===== src/rtl/hbp_pkg.sv =====
package hbp_pkg;

  localparam int NCH = 2;

  typedef enum logic [1:0] {
    MODE_HALF_MINUS = 2'b00,
    MODE_HALF_PLUS  = 2'b01,
    MODE_FULL       = 2'b10,
    MODE_PAIRED     = 2'b11
  } hbMode_t;

  typedef struct packed {
    logic           copyAll;
    logic [NCH-1:0] loadProg;
  } hbStrobe_t;

endpackage


===== src/rtl/hbp_ctrl.sv =====
module hbp_ctrl
  import hbp_pkg::*;
#(
  parameter int CNT_W  = 11,
  parameter int BE_W   = 2,
  parameter int ADDR_W = 1
) (
  input  logic              clk,
  input  logic              rstN,
  input  logic              tickEn,
  input  logic [CNT_W-1:0]  periodCfg,
  input  logic              wrEn,
  input  logic [ADDR_W-1:0] wrAddr,
  input  logic [BE_W-1:0]   wrBe,
  output hbStrobe_t         strobe,
  output logic [CNT_W-1:0]  timerCnt
);

  logic wrFull;
  logic atEnd;

  assign wrFull = wrEn && (&wrBe);
  assign atEnd  = (timerCnt >= periodCfg);

  always_comb begin
    strobe.copyAll = tickEn && atEnd;
    for (int ch = 0; ch < NCH; ch++) begin
      strobe.loadProg[ch] = wrFull && (wrAddr == ADDR_W'(ch));
    end
  end

  always_ff @(posedge clk or negedge rstN) begin
    if (!rstN) begin
      timerCnt <= '0;
    end else if (tickEn) begin
      if (atEnd) timerCnt <= '0;
      else       timerCnt <= timerCnt + 1'b1;
    end
  end

endmodule


===== src/rtl/hbp_datapath.sv =====
module hbp_datapath
  import hbp_pkg::*;
#(
  parameter int CNT_W = 11,
  parameter int MAG_W = 15
) (
  input  logic                       clk,
  input  logic                       rstN,
  input  hbStrobe_t                  strobe,
  input  logic [MAG_W-1:0]           wrMag,
  input  logic                       wrSign,
  input  logic [CNT_W-1:0]           timerCnt,
  input  logic [CNT_W-1:0]           periodCfg,
  input  hbMode_t [NCH-1:0]          modeAll,
  output logic [NCH-1:0]             pinPlus,
  output logic [NCH-1:0]             pinMinus,
  output logic [NCH-1:0]             pinPlusOe,
  output logic [NCH-1:0]             pinMinusOe
);

  logic [NCH-1:0][MAG_W-1:0] progMag;
  logic [NCH-1:0][MAG_W-1:0] workMag;
  logic [NCH-1:0]            progSign;
  logic [NCH-1:0]            workSign;

  logic [MAG_W-1:0] cntExt;
  logic [MAG_W-1:0] perExt;

  assign cntExt = MAG_W'(timerCnt);
  assign perExt = MAG_W'(periodCfg);

  // programmed and working duty storage; copy uses pre-write value
  always_ff @(posedge clk or negedge rstN) begin
    if (!rstN) begin
      progMag  <= '0;
      workMag  <= '0;
      progSign <= '0;
      workSign <= '0;
    end else begin
      for (int ch = 0; ch < NCH; ch++) begin
        if (strobe.copyAll) begin
          workMag[ch]  <= progMag[ch];
          workSign[ch] <= progSign[ch];
        end
        if (strobe.loadProg[ch]) begin
          progMag[ch]  <= wrMag;
          progSign[ch] <= wrSign;
        end
      end
    end
  end

  for (genvar ch = 0; ch < NCH; ch++) begin : g_chan
    logic pwmOn;

    assign pwmOn = (workMag[ch] != '0) &&
                   ((workMag[ch] >= perExt) || (cntExt < workMag[ch]));

    always_comb begin
      unique case (modeAll[ch])
        MODE_HALF_MINUS: begin
          pinPlusOe[ch]  = 1'b0;
          pinMinusOe[ch] = 1'b1;
          pinPlus[ch]    = 1'b0;
          pinMinus[ch]   = pwmOn;
        end
        MODE_HALF_PLUS: begin
          pinPlusOe[ch]  = 1'b1;
          pinMinusOe[ch] = 1'b0;
          pinPlus[ch]    = pwmOn;
          pinMinus[ch]   = 1'b0;
        end
        default: begin
          pinPlusOe[ch]  = 1'b1;
          pinMinusOe[ch] = 1'b1;
          pinPlus[ch]    = pwmOn && !workSign[ch];
          pinMinus[ch]   = pwmOn && workSign[ch];
        end
      endcase
    end
  end

endmodule


===== src/rtl/hbridge_pwm_pair.sv =====
module hbridge_pwm_pair
  import hbp_pkg::*;
#(
  parameter int CNT_W  = 11,
  parameter int DUTY_W = 16
) (
  input  logic              clk,
  input  logic              rstN,
  input  logic              tickEn,
  input  logic [CNT_W-1:0]  periodCfg,
  input  logic [1:0]        modeCh0,
  input  logic [1:0]        modeCh1,
  input  logic              wrEn,
  input  logic [0:0]        wrAddr,
  input  logic [DUTY_W-1:0] wrData,
  input  logic [1:0]        wrBe,
  output logic              timerOvf,
  output logic [1:0]        pinPlus,
  output logic [1:0]        pinMinus,
  output logic [1:0]        pinPlusOe,
  output logic [1:0]        pinMinusOe
);

  localparam int MAG_W = DUTY_W - 1;
  localparam int BE_W  = DUTY_W / 8;

  hbStrobe_t          strobe;
  logic [CNT_W-1:0]   timerCnt;
  hbMode_t [NCH-1:0]  modeAll;

  assign modeAll[0] = hbMode_t'(modeCh0);
  assign modeAll[1] = hbMode_t'(modeCh1);
  assign timerOvf   = strobe.copyAll;

  hbp_ctrl #(
    .CNT_W (CNT_W),
    .BE_W  (BE_W),
    .ADDR_W(1)
  ) u_ctrl (
    .clk      (clk),
    .rstN     (rstN),
    .tickEn   (tickEn),
    .periodCfg(periodCfg),
    .wrEn     (wrEn),
    .wrAddr   (wrAddr),
    .wrBe     (wrBe),
    .strobe   (strobe),
    .timerCnt (timerCnt)
  );

  hbp_datapath #(
    .CNT_W(CNT_W),
    .MAG_W(MAG_W)
  ) u_dp (
    .clk       (clk),
    .rstN      (rstN),
    .strobe    (strobe),
    .wrMag     (wrData[MAG_W-1:0]),
    .wrSign    (wrData[DUTY_W-1]),
    .timerCnt  (timerCnt),
    .periodCfg (periodCfg),
    .modeAll   (modeAll),
    .pinPlus   (pinPlus),
    .pinMinus  (pinMinus),
    .pinPlusOe (pinPlusOe),
    .pinMinusOe(pinMinusOe)
  );

endmodule


===== config.mk =====
export PLATFORM = sky130hd
export DESIGN_NAME = hbridge_pwm_pair
export DESIGN_NICKNAME = d
export VERILOG_FILES = /design/src/rtl/hbp_pkg.sv /design/src/rtl/hbp_ctrl.sv /design/src/rtl/hbp_datapath.sv /design/src/rtl/hbridge_pwm_pair.sv
export SDC_FILE = /design/constraint.sdc
export NUM_CORES = 1
export LEC_CHECK = 0
export BUFFER_PORTS_ARGS = -buffer_cell sky130_fd_sc_hd__buf_2
export CAP_MARGIN = 20
export CORE_ASPECT_RATIO = 1.5
export CORE_MARGIN = 8
export CORE_UTILIZATION = 35
export CTS_BUF_LIST = sky130_fd_sc_hd__clkbuf_8
export DETAILED_ROUTE_END_ITERATION = 6
export GPL_TIMING_DRIVEN = 0
export PLACE_DENSITY = 0.63
export RECOVER_POWER = 50
export SLEW_MARGIN = 0
export SYNTH_ARGS = -nofsm -noshare
export SYNTH_HDL_FRONTEND = slang
export SYNTH_SLANG_ARGS = --single-unit

===== constraint.sdc =====
create_clock -name clk -period 2.5 [get_ports clk]
set_clock_uncertainty 0.1 [all_clocks]
set_input_delay 0.625 -clock clk [delete_from_list [all_inputs] [get_ports clk]]
set_output_delay 0.625 -clock clk [all_outputs]
set_load 0.1 [all_outputs]

==> metrics.txt <==
final worst slack=-0.435 ns; 1st-iter DRT viols=91; setup tns final=-1.91 ns; most used cell, CP=buf_12; Clk pwr share=0.178; pre-CTS WS=-0.866 ns; slowest CP cell=dfrtp_2; io pins=47; Max Cap Violations=0; Tcrit/Tclk final=1.17; Core Region=12400 sq um; Slew @ Worst Pin=0.966 ns; P&R area growth vs syn=32.9%; Post-DRT Antenna Nets=0; ratio of cells with drive above 1 in the final layout=0.509; Num CTS Buffers=9; failing checks=negative setup slack; Reg area=1900 sq um; antenna violations before repair=0; Syn Area/Cell=11.3 sq um; post-synthesis cell type count=40; crit path time final=2.94 ns; Cells after Synth=390; commonest non-fill, non-tap cell in the layout=dfrtp_1; # DRC=0; Pwr Total=5840 uW; FF-to-FF Start=u_ctrl.timerCnt[10]$_DFFE_PN0P_; synthesized flop and latch total=75; status=finished with violations; DR WL/cell=17.4 um; Power Dens Cells=995 nW/um^2; Startpoint Class=register; Min-Delay Endpoint=u_dp.workMag[3]$_DFFE_PN0P_; worst path bufs/invs=3; clk slew on worst S/H paths=0.08 ns; hold path start=u_dp.progMag[3]$_DFFE_PN0P_; reg-to-reg endpoint=u_dp.workMag[21]$_DFFE_PN0P_; global placement routability congestion=0.851; ant diodes=0; Final Hold Fails=0; Leakage Power=0.00264 uW; DP HPWL=8340 um; Hold Path Class=register to register; Synth Warn #=0; CTS Sinks=75; Max Buffers Root-to-Sink=2; H-tree levels=3; placed cell areas=5230 sq um; switching power of the nets=2260 uW; Reg power frac=0.362; largest net degree at the start of global routing=70; Clk Latency, worst-skew pair=0.36 ns; DIE AREA=16600 sq um; WS Path Type=register to output port; Final Cell Area=5870 sq um; Worst Path Max Fanout=3; reg-to-reg setup timing slack=0.02 ns; Crit. End Element=output port; GRT overflow=0; Hold Crit Depth=1; Vias=3281; Via density=5.18; Worst slew margin=0.356; Chip Height=154 um; final setup fails=5; CP delay by family, top=simple AND/OR/NAND/NOR gates; worst reg2reg path depth=9; register area share after synthesis=0.425; Nets=564; Site Rows=50; drt total wl=11000 um; most frequent cells in the layout=dfrtp_1 (55), mux2_2 (50), buf_2 (41), ha_1 (34), inv_1 (28); Initial Util=0.357; Required @ worst endpoint=1.77 ns; Syn Std Cell Area=4420 sq um; vias in the first global route=3587; f_max=341 MHz; GRT Util Overall=0.142; Filler cells=1134; root buffer cell=clkbuf_8; Syn Nets=482; crit-path cells=ha_4 -> nand4_1 -> nor2_2 -> a21oi_4 -> a21boi_4 -> buf_8 -> buf_12 -> buf_12; Crit path largest cell delay=0.43 ns; switching part of the total=0.387; internal power=3580 uW; Die Width=108 um; Slew Viols, Final=0; Pre-Repair DR Iteration Count=4; first-pass GRT wire length=18100 um; maximum VDD drop=0.000312 V; CTS tree=yes; RSZ-0062 raised after global routing=yes; Multi-input gate area=2780 sq um; Logic pwr share=0.460; Port-buffer cells=46; crit path DAT=2.21 ns; Util after Layout=0.474
## worst register-to-register path: stages, from the launching register on
cell and delay (ns):
dfrtp_2 0.43, ha_4 0.27, nand4_1 0.22, nor2_2 0.24, a21oi_4 0.09, a21boi_4 0.20
buf_8 0.13, buf_4 0.19, buf_12 0.17, mux2_4 0.30
## area by class of cell
cell class,count,share of cell area
multi-input cells,270,0.473
flip-flops and latches,75,0.324
repair buffers,71,0.0858
inverters,38,0.0332
well taps,156,0.0332
clock buffers,9,0.0211
clock inverters,7,0.0168
plain buffers,7,0.0130
## state kept, by name, summed over array words and instances (netlist names)
register	count
u_dp.progSign	2
u_dp.progMag	30
u_dp.workSign	2
u_dp.workMag	30
u_ctrl.timerCnt	11
## power by group through the flow
stage	Combinational, uW	Clock [uW]	Sequential (uW)
floorplan	1680	0	1960
global route	2960	1130	2180
detailed placement	2140	0	2140
global placement	2010	0	2120
CTS	2660	1080	2110
finish	2690	1040	2110
## layer usage
| metal | up-vias | GRT usage | share of wire |
|---|---|---|---|
| met5 | - | 0 | 0 |
| met4 | 0 | 0.0956 | 0.047 |
| met3 | 22 | 0.0230 | 0.028 |
| met2 | 56 | 0.254 | 0.55 |
| met1 | 1627 | 0.146 | 0.38 |
| li1 | 1576 | - | - |
## synthesized netlist by cell type
| library cell | number | area (sq um) |
|---|---|---|
| o211ai_1 | 2 | 15.0 |
| mux2_2 | 50 | 563 |
| nor4_1 | 6 | 37.5 |
| nand2_1 | 18 | 67.6 |
| buf_12 | 1 | 20.0 |
| a211oi_1 | 4 | 30.0 |
| a21boi_4 | 1 | 18.8 |
| nand4_1 | 13 | 81.3 |
| o22ai_1 | 1 | 6.26 |
| a21oi_4 | 1 | 16.3 |
| buf_4 | 1 | 7.51 |
| o311ai_0 | 2 | 17.5 |
| and4_1 | 1 | 8.76 |
| xor2_1 | 4 | 35.0 |
| buf_8 | 1 | 15.0 |
| a21o_1 | 6 | 45.0 |
| xnor2_1 | 1 | 8.76 |
| nor2b_1 | 3 | 18.8 |
| and3_1 | 7 | 43.8 |
| o221ai_1 | 2 | 17.5 |
| nand4b_1 | 1 | 8.76 |
| nand2b_4 | 1 | 13.8 |
| dfrtp_1 | 75 | 1880 |
| buf_6 | 1 | 11.3 |
| o21ai_1 | 3 | 15.0 |
| inv_1 | 38 | 143 |
| a21bo_2 | 1 | 10.0 |
| ha_1 | 54 | 676 |
| mux2_4 | 14 | 210 |
| nand3b_1 | 2 | 15.0 |
| nand3_1 | 10 | 50.1 |
| buf_2 | 2 | 10.0 |
| nand2b_1 | 3 | 18.8 |
| nor2_1 | 16 | 60.1 |
| or4_1 | 2 | 15.0 |
| or2_2 | 3 | 18.8 |
| clkbuf_1 | 1 | 3.75 |
| a21oi_1 | 24 | 120 |
| nor2_2 | 1 | 6.26 |
| o21ai_0 | 13 | 65.1 |
## stage by stage
step / std cells / hold slack [ns]
2_1_floorplan: 390 / 0.229
3_3_place_gp: 592 / 0.383
3_5_place_dp: 593 / 0.355
4_1_cts: 631 / 0.385
5_1_grt: 633 / 0.393
6_report: 633 / 0.406
## logic make-up after synthesis
logic type,after synthesis,share of synthesized area
AO/OA/AOI/OAI,60,0.0852
XOR/XNOR,5,0.00991
adder cells (fa/ha/maj),54,0.153
buffers and inverters,45,0.0476
flip-flops,75,0.425
multiplexers,64,0.175
AND/OR/NAND/NOR,87,0.105
## worst max-delay path by stage
stage	start	endpoint	cells after the start
after floorplan	periodCfg[4]	pinMinus[1]	7
after global routing	u_ctrl.timerCnt[10]$_DFFE_PN0P_	timerOvf	8
after global placement	periodCfg[8]	timerOvf	10
final	u_ctrl.timerCnt[10]$_DFFE_PN0P_	timerOvf	8
after detailed placement	periodCfg[8]	timerOvf	10
after CTS	u_ctrl.timerCnt[10]$_DFFE_PN0P_	timerOvf	8
## what timing repair did
| item | 4_1_cts | 5_1_grt |
|---|---|---|
| setup endpoints to repair | 5 | 15 |
| gates cloned | 0 | 0 |
| buffers inserted | 21 | 2 |
| hold buffers | 1 | 0 |
| pin swaps | 23 | 16 |
| gates resized for setup | 70 | 5 |
| hold endpoints to repair | 6 | 0 |
Power figures use the tool's default switching activity.
